==> src/rtl/seg_xlate_pkg.sv <==
package seg_xlate_pkg;

   typedef enum logic [1:0] {
      PRIV_KERN = 2'd0,
      PRIV_SUPV = 2'd1,
      PRIV_USER = 2'd2,
      PRIV_ALT  = 2'd3
   } priv_e;

   localparam int CFG_BITS   = 16;
   localparam int BASE_HI    = 15;
   localparam int BASE_LO    = 9;
   localparam int BASE_W     = BASE_HI - BASE_LO + 1;
   localparam int MODE_HI    = 6;
   localparam int MODE_LO    = 4;
   localparam int ESC_BIT    = 3;
   localparam logic [2:0] MODE_RSVD = 3'd6;

   typedef struct packed {
      logic [BASE_W-1:0] base;
      logic [2:0]        mode;
      logic              esc;
   } seg_cfg_t;

endpackage

==> src/rtl/seg_cfg_sel.sv <==
module seg_cfg_sel
   import seg_xlate_pkg::*;
#(
   parameter int VA_W  = 32,
   parameter int NREG  = 3
) (
   input  logic [NREG-1:0][2*CFG_BITS-1:0] ctl,
   input  logic [VA_W-1:0]                 va,
   output seg_cfg_t                        cfg,
   output logic [VA_W-1:0]                 mask
);
   localparam int NSEG  = 2 * NREG;
   localparam int IDX_W = $clog2(NSEG);
   localparam logic [VA_W-1:0] WIDE_MASK   = (VA_W'(1) << (VA_W - 2)) - VA_W'(1);
   localparam logic [VA_W-1:0] NARROW_MASK = (VA_W'(1) << (VA_W - 3)) - VA_W'(1);

   if (NREG != 3) begin : g_bad_nreg
      $error("seg_cfg_sel: layout needs exactly three control words");
   end

   logic [CFG_BITS-1:0] halves [NSEG];

   for (genvar i = 0; i < NREG; i++) begin : g_unpack
      assign halves[2*i]   = ctl[i][CFG_BITS-1:0];
      assign halves[2*i+1] = ctl[i][2*CFG_BITS-1:CFG_BITS];
   end

   logic [IDX_W-1:0]    idx;
   logic [CFG_BITS-1:0] raw;

   always_comb begin
      if (!va[VA_W-1]) begin
         idx  = va[VA_W-2] ? IDX_W'(4) : IDX_W'(5);
         mask = WIDE_MASK;
      end else begin
         idx  = IDX_W'(3) - IDX_W'(va[VA_W-2:VA_W-3]);
         mask = NARROW_MASK;
      end
   end

   assign raw      = halves[idx];
   assign cfg.base = raw[BASE_HI:BASE_LO];
   assign cfg.mode = raw[MODE_HI:MODE_LO];
   assign cfg.esc  = raw[ESC_BIT];

   logic unused_cfg_bits;
   assign unused_cfg_bits = ^{raw[BASE_LO-1:MODE_HI+1], raw[ESC_BIT-1:0]};

endmodule

==> src/rtl/seg_mode_dec.sv <==
module seg_mode_dec
   import seg_xlate_pkg::*;
(
   input  seg_cfg_t   cfg,
   input  logic [1:0] priv,
   input  logic       erl,
   output logic       fault,
   output logic       mapped
);
   priv_e eff;

   always_comb begin
      eff = priv_e'(priv);
      if (eff == PRIV_ALT) eff = PRIV_USER;
   end

   always_comb begin
      fault  = 1'b0;
      mapped = 1'b0;
      if (cfg.mode == MODE_RSVD) begin
         fault = 1'b1;
      end else if (erl && cfg.esc) begin
         mapped = 1'b0;
      end else begin
         unique case (eff)
            PRIV_KERN: begin
               mapped = cfg.mode inside {3'd1, 3'd2, 3'd3};
            end
            PRIV_SUPV: begin
               fault  = cfg.mode inside {3'd0, 3'd1};
               mapped = cfg.mode inside {3'd2, 3'd3, 3'd4};
            end
            default: begin
               fault  = cfg.mode inside {3'd0, 3'd1, 3'd2, 3'd5};
               mapped = cfg.mode inside {3'd3, 3'd4};
            end
         endcase
      end
   end

endmodule

==> src/rtl/seg_pa_build.sv <==
module seg_pa_build
   import seg_xlate_pkg::*;
#(
   parameter int VA_W  = 32,
   parameter int PA_W  = 36,
   parameter int SHIFT = 20
) (
   input  logic [BASE_W-1:0] base,
   input  logic [VA_W-1:0]   va,
   input  logic [VA_W-1:0]   mask,
   input  logic              en,
   output logic [PA_W-1:0]   pa
);
   localparam int BASE_POS = BASE_LO + SHIFT;

   if (BASE_POS + BASE_W != PA_W) begin : g_bad_pa
      $error("seg_pa_build: base field does not fill the top of the physical address");
   end
   if (PA_W < VA_W) begin : g_bad_va
      $error("seg_pa_build: physical address narrower than virtual");
   end

   logic [PA_W-1:0] base_full;
   logic [PA_W-1:0] mask_full;

   assign base_full = {base, {BASE_POS{1'b0}}};
   assign mask_full = {{(PA_W-VA_W){1'b0}}, mask};
   assign pa = en ? ((base_full & ~mask_full) | {{(PA_W-VA_W){1'b0}}, va & mask})
                  : '0;

endmodule

==> src/rtl/seg_xlate.sv <==
module seg_xlate
   import seg_xlate_pkg::*;
#(
   parameter int VA_W    = 32,
   parameter int PA_W    = 36,
   parameter int SHIFT   = 20,
   parameter bit REG_OUT = 1'b1
) (
   input  logic            clk,
   input  logic            rst_n,
   input  logic [VA_W-1:0] vaddr,
   input  logic [1:0]      priv_mode,
   input  logic            err_level,
   input  logic [31:0]     seg_ctl0,
   input  logic [31:0]     seg_ctl1,
   input  logic [31:0]     seg_ctl2,
   output logic            fault_addr,
   output logic            need_tlb,
   output logic            direct_ok,
   output logic [PA_W-1:0] paddr
);
   localparam int NREG = 3;

   if (VA_W != 32) begin : g_bad_va
      $error("seg_xlate: segment layout assumes a 32-bit virtual address");
   end

   logic [NREG-1:0][2*CFG_BITS-1:0] ctl;
   seg_cfg_t        sel_cfg;
   logic [VA_W-1:0] sel_mask;
   logic            dec_fault;
   logic            dec_mapped;
   logic            dec_direct;
   logic [PA_W-1:0] pa_c;

   assign ctl = {seg_ctl2, seg_ctl1, seg_ctl0};

   seg_cfg_sel #(.VA_W(VA_W), .NREG(NREG)) u_sel (
      .ctl  (ctl),
      .va   (vaddr),
      .cfg  (sel_cfg),
      .mask (sel_mask)
   );

   seg_mode_dec u_dec (
      .cfg    (sel_cfg),
      .priv   (priv_mode),
      .erl    (err_level),
      .fault  (dec_fault),
      .mapped (dec_mapped)
   );

   assign dec_direct = !dec_fault && !dec_mapped;

   seg_pa_build #(.VA_W(VA_W), .PA_W(PA_W), .SHIFT(SHIFT)) u_pa (
      .base (sel_cfg.base),
      .va   (vaddr),
      .mask (sel_mask),
      .en   (dec_direct),
      .pa   (pa_c)
   );

   if (REG_OUT) begin : g_reg
      always_ff @(posedge clk) begin
         if (!rst_n) begin
            fault_addr <= 1'b0;
            need_tlb   <= 1'b0;
            direct_ok  <= 1'b0;
            paddr      <= '0;
         end else begin
            fault_addr <= dec_fault;
            need_tlb   <= dec_mapped;
            direct_ok  <= dec_direct;
            paddr      <= pa_c;
         end
      end
   end else begin : g_comb
      assign fault_addr = dec_fault;
      assign need_tlb   = dec_mapped;
      assign direct_ok  = dec_direct;
      assign paddr      = pa_c;
   end


   outcome_onehot_chk: assert property (@(posedge clk) disable iff (!rst_n)
      1'b1 |=> $onehot({fault_addr, need_tlb, direct_ok}));


   rsvd_mode_chk: assert property (@(posedge clk) disable iff (!rst_n)
      (sel_cfg.mode == MODE_RSVD) |-> dec_fault);


   erl_escape_chk: assert property (@(posedge clk) disable iff (!rst_n)
      (err_level && sel_cfg.esc && sel_cfg.mode != MODE_RSVD) |-> (!dec_fault && !dec_mapped));


   kern_nofault_chk: assert property (@(posedge clk) disable iff (!rst_n)
      (priv_mode == 2'd0 && sel_cfg.mode != MODE_RSVD) |-> !dec_fault);


   pa_offset_chk: assert property (@(posedge clk) disable iff (!rst_n)
      dec_direct |-> ((pa_c[VA_W-1:0] & sel_mask) == (vaddr & sel_mask)));


   supv_low_mode_chk: assert property (@(posedge clk) disable iff (!rst_n)
      (priv_mode == 2'd1 && sel_cfg.mode inside {3'd0, 3'd1} && !(err_level && sel_cfg.esc))
         |-> dec_fault);

endmodule

==> config.mk <==
export PLATFORM = sky130hd
export DESIGN_NAME = seg_xlate
export DESIGN_NICKNAME = d
export VERILOG_FILES = /design/src/rtl/seg_xlate_pkg.sv /design/src/rtl/seg_cfg_sel.sv /design/src/rtl/seg_mode_dec.sv /design/src/rtl/seg_pa_build.sv /design/src/rtl/seg_xlate.sv
export SDC_FILE = /design/constraint.sdc
export NUM_CORES = 1
export LEC_CHECK = 0
export CELL_PAD_IN_SITES_DETAIL_PLACEMENT = 0
export CELL_PAD_IN_SITES_GLOBAL_PLACEMENT = 1
export CORE_UTILIZATION = 35
export DETAILED_ROUTE_END_ITERATION = 16
export DONT_BUFFER_PORTS = 1
export PLACE_DENSITY = 0.74
export SETUP_SLACK_MARGIN = 0.1
export SYNTH_ARGS = -nofsm -noshare
export SYNTH_HDL_FRONTEND = slang
export SYNTH_HIERARCHICAL = 1
export SYNTH_SLANG_ARGS = --single-unit
export TNS_END_PERCENT = 5
==> constraint.sdc <==
create_clock -name clk -period 2.6 [get_ports clk]
set_input_delay 0.26 -clock clk [delete_from_list [all_inputs] [get_ports clk]]
set_output_delay 0.26 -clock clk [all_outputs]
set_load 0.005 [all_outputs]
==> run summary <==
Ys Warns: 6
async set-reset flop share out of synthesis: 0%
highest clock rate: 0.457 GHz
most common cell after layout, fill and taps aside: and2_1
max-cap violations: 0
crit-path cells: mux4_2, mux2_4, nand2b_1, a22oi_1, o32ai_1, nor2_4, and3_2, and2_1
Min-Delay Startpoint: rst_n
area of the core: 0.00606 sq mm
CTS tree: built
post-detail-place hpwl: 3290 um
#FFs+latches synth: 39
root buffer cell: clkbuf_8
Reg clk slew, reported paths: 0.07 ns
commonest non-fill, non-tap cells in the layout: and2_1 (42), dfxtp_1 (39), conb_1 (31)
syn avg cell area: 10.7 sq um
Worst setup EP type: flop
Syn Inst Count: 210
Layout Utilization: 37.4%
DIE AREA: 0.00677 sq mm
Tcrit/Tclk final: 84.1%
Hold Crit Class: input pin to flop
post-route ant nets: 0
# H-tree levels: 2
Routed WL: 4190 um
Max Slew Vio Count: 0
main flop type after synthesis: dfxtp_1
Static Leak: 1.03 nW
first-pass GRT wire length: 5690 um
Logic pwr share: 17.9%
number of hold buffers added after cts: 0
vias in the first global route: 1,204
Final nets: 339
vias per cell: 4.78
DRC viols: 0
Hold EP: paddr[11]$_SDFF_PN0_
Peak VDD IR: 296 uV
port buffer count: 0
Worst slew margin: 57.8%
# setup viols final: 0
Clock Path Buffers: 2
CP max-delay cell: nor2_4
dpl cells: 274
non-filler cells, final: 282
Internal: 0.991 mW
crit start category: input pin
largest net degree at the start of global routing: 40
initial antenna violation count: 1
sw frac: 23.0%
Layout area overhead: 0.554%
row cnt: 28
IO Pins: 172
share of layout cells above drive strength 1: 33.5%
RSZ-0062 raised after global routing: false
Initial Utilization: 37.2%
Slew @ Worst Pin: 0.631 ns
DR WL/cell: 14.9 um
Power Total: 1.29 mW
DRT iter0 DRCs: 15
Switch Pwr: 0.296 mW
hold path depth: 1
pwr dens: 567 mW/mm^2
crit-path leading delay family: simple AND/OR/NAND/NOR gates
worst path bufs/invs: 0
filler cell count: 621
worst stage delay on the critical path: 0.52 ns
post-synth cell types: 27
CTS buffer count: 5
Flop pwr share: 51.3%
GRT Util Overall: 11.6%
Die X: 82.3 um
Post-synth EDFFs: 0
routed vias: 1,349
CP Data Required Time: 2.82 ns
GP Congestion: 0.816
Worst EP arrival: 2.41 ns
DRT Pass-1 Iters: 2
die height: 82.3 um
critical path class: input pin to flop
status: completed
Tmin final: 2.19 ns
global route overflow: 0
register area share after synthesis: 34.6%
Hold Vio Cnt, Final: 0
crit-path max FO: 36
Mapped Area: 0.00226 sq mm
CP Depth: 8
clk sinks: 39
Clock power frac: 30.8%
metal layers:
metal	GRT usage, %	share of wire (%)
met1	10.2	32
met2	22.9	54
met3	3.96	12
met4	5.96	2.1
met5	0	0
state kept, by name (all words and copies together) (netlist names):
| name | flops |
|---|---|
| need_tlb | 1 |
| paddr | 36 |
| direct_ok | 1 |
| fault_addr | 1 |
layout make-up:
cell class                 count  area, sq um  share of cell area [%]
multi-input combinational    155         1280                    56.3
sequential                    39          781                    34.4
tap                           75         93.8                    4.13
clock buffer                   6         82.6                    3.64
timing repair buffer           2         15.0                   0.662
inverter                       3         11.3                   0.496
clock inverter                 1         5.00                   0.221
antenna                        1         2.50                   0.110
logic make-up (layout without fill, tap and decap cells):
| family | Yosys count | in the layout | share of synthesized area (%) |
|---|---|---|---|
| buffers and inverters | 45 | 12 | 14.1 |
| AO/OA/AOI/OAI | 5 | 5 | 1.55 |
| other | 2 | 32 | 0.333 |
| multiplexers | 36 | 36 | 25.1 |
| AND/OR/NAND/NOR | 83 | 83 | 24.3 |
| flip-flops | 39 | 39 | 34.6 |
cell usage after synthesis (2+ instances only):
library cell	count	area [sq um]
buf_4	31	233
buf_6	3	33.8
clkbuf_2	3	15.0
mux2i_1	3	30.0
buf_2	5	25.0
mux2_2	12	135
dfxtp_1	39	781
nand2_1	2	7.51
and2b_1	3	22.5
conb_1	2	7.51
nor2_1	2	7.51
nand2b_1	2	12.5
mux4_2	10	225
inv_1	3	11.3
and3_2	26	195
and2_1	42	263
mux2_4	10	150
and3_1	3	18.8
power groups by stage:
stage,logic (mW),clock network (mW),registers [mW]
finish,0.230,0.397,0.660
global route,0.258,0.435,0.665
floorplan,0.253,0,0.667
detailed placement,0.231,0,0.676
CTS,0.234,0.417,0.662
global placement,0.226,0,0.676
timing repair:
item	CTS	global route
endpoints found under the setup margin	26	0
resized for setup	1	0
buffers inserted	0	0
worst max path at each step:
stage | startpoint | endpoint | slack [ns]
after floorplan | vaddr[29] | paddr[0]$_SDFF_PN0_ | 0.12
after global placement | vaddr[29] | paddr[22]$_SDFF_PN0_ | -0.24
after detailed placement | vaddr[29] | paddr[22]$_SDFF_PN0_ | -0.29
after CTS | vaddr[29] | paddr[22]$_SDFF_PN0_ | 0.40
after global routing | vaddr[29] | paddr[21]$_SDFF_PN0_ | 0.24
final | vaddr[29] | paddr[22]$_SDFF_PN0_ | 0.41
through the flow:
stage	hold slack (ns)	setup slack, ns	TNS [ns]	area (sq um)
3_3_place_gp	0.385	-0.236	-6.76	2170
6_report	0.100	0.412	0	2270
3_5_place_dp	0.388	-0.293	-8.87	2170
5_1_grt	0.0797	0.238	0	2270
4_1_cts	0.0854	0.400	0	2270
2_1_floorplan	0.486	0.119	0	2380
Note: power is estimated with default switching activity, not from simulation.
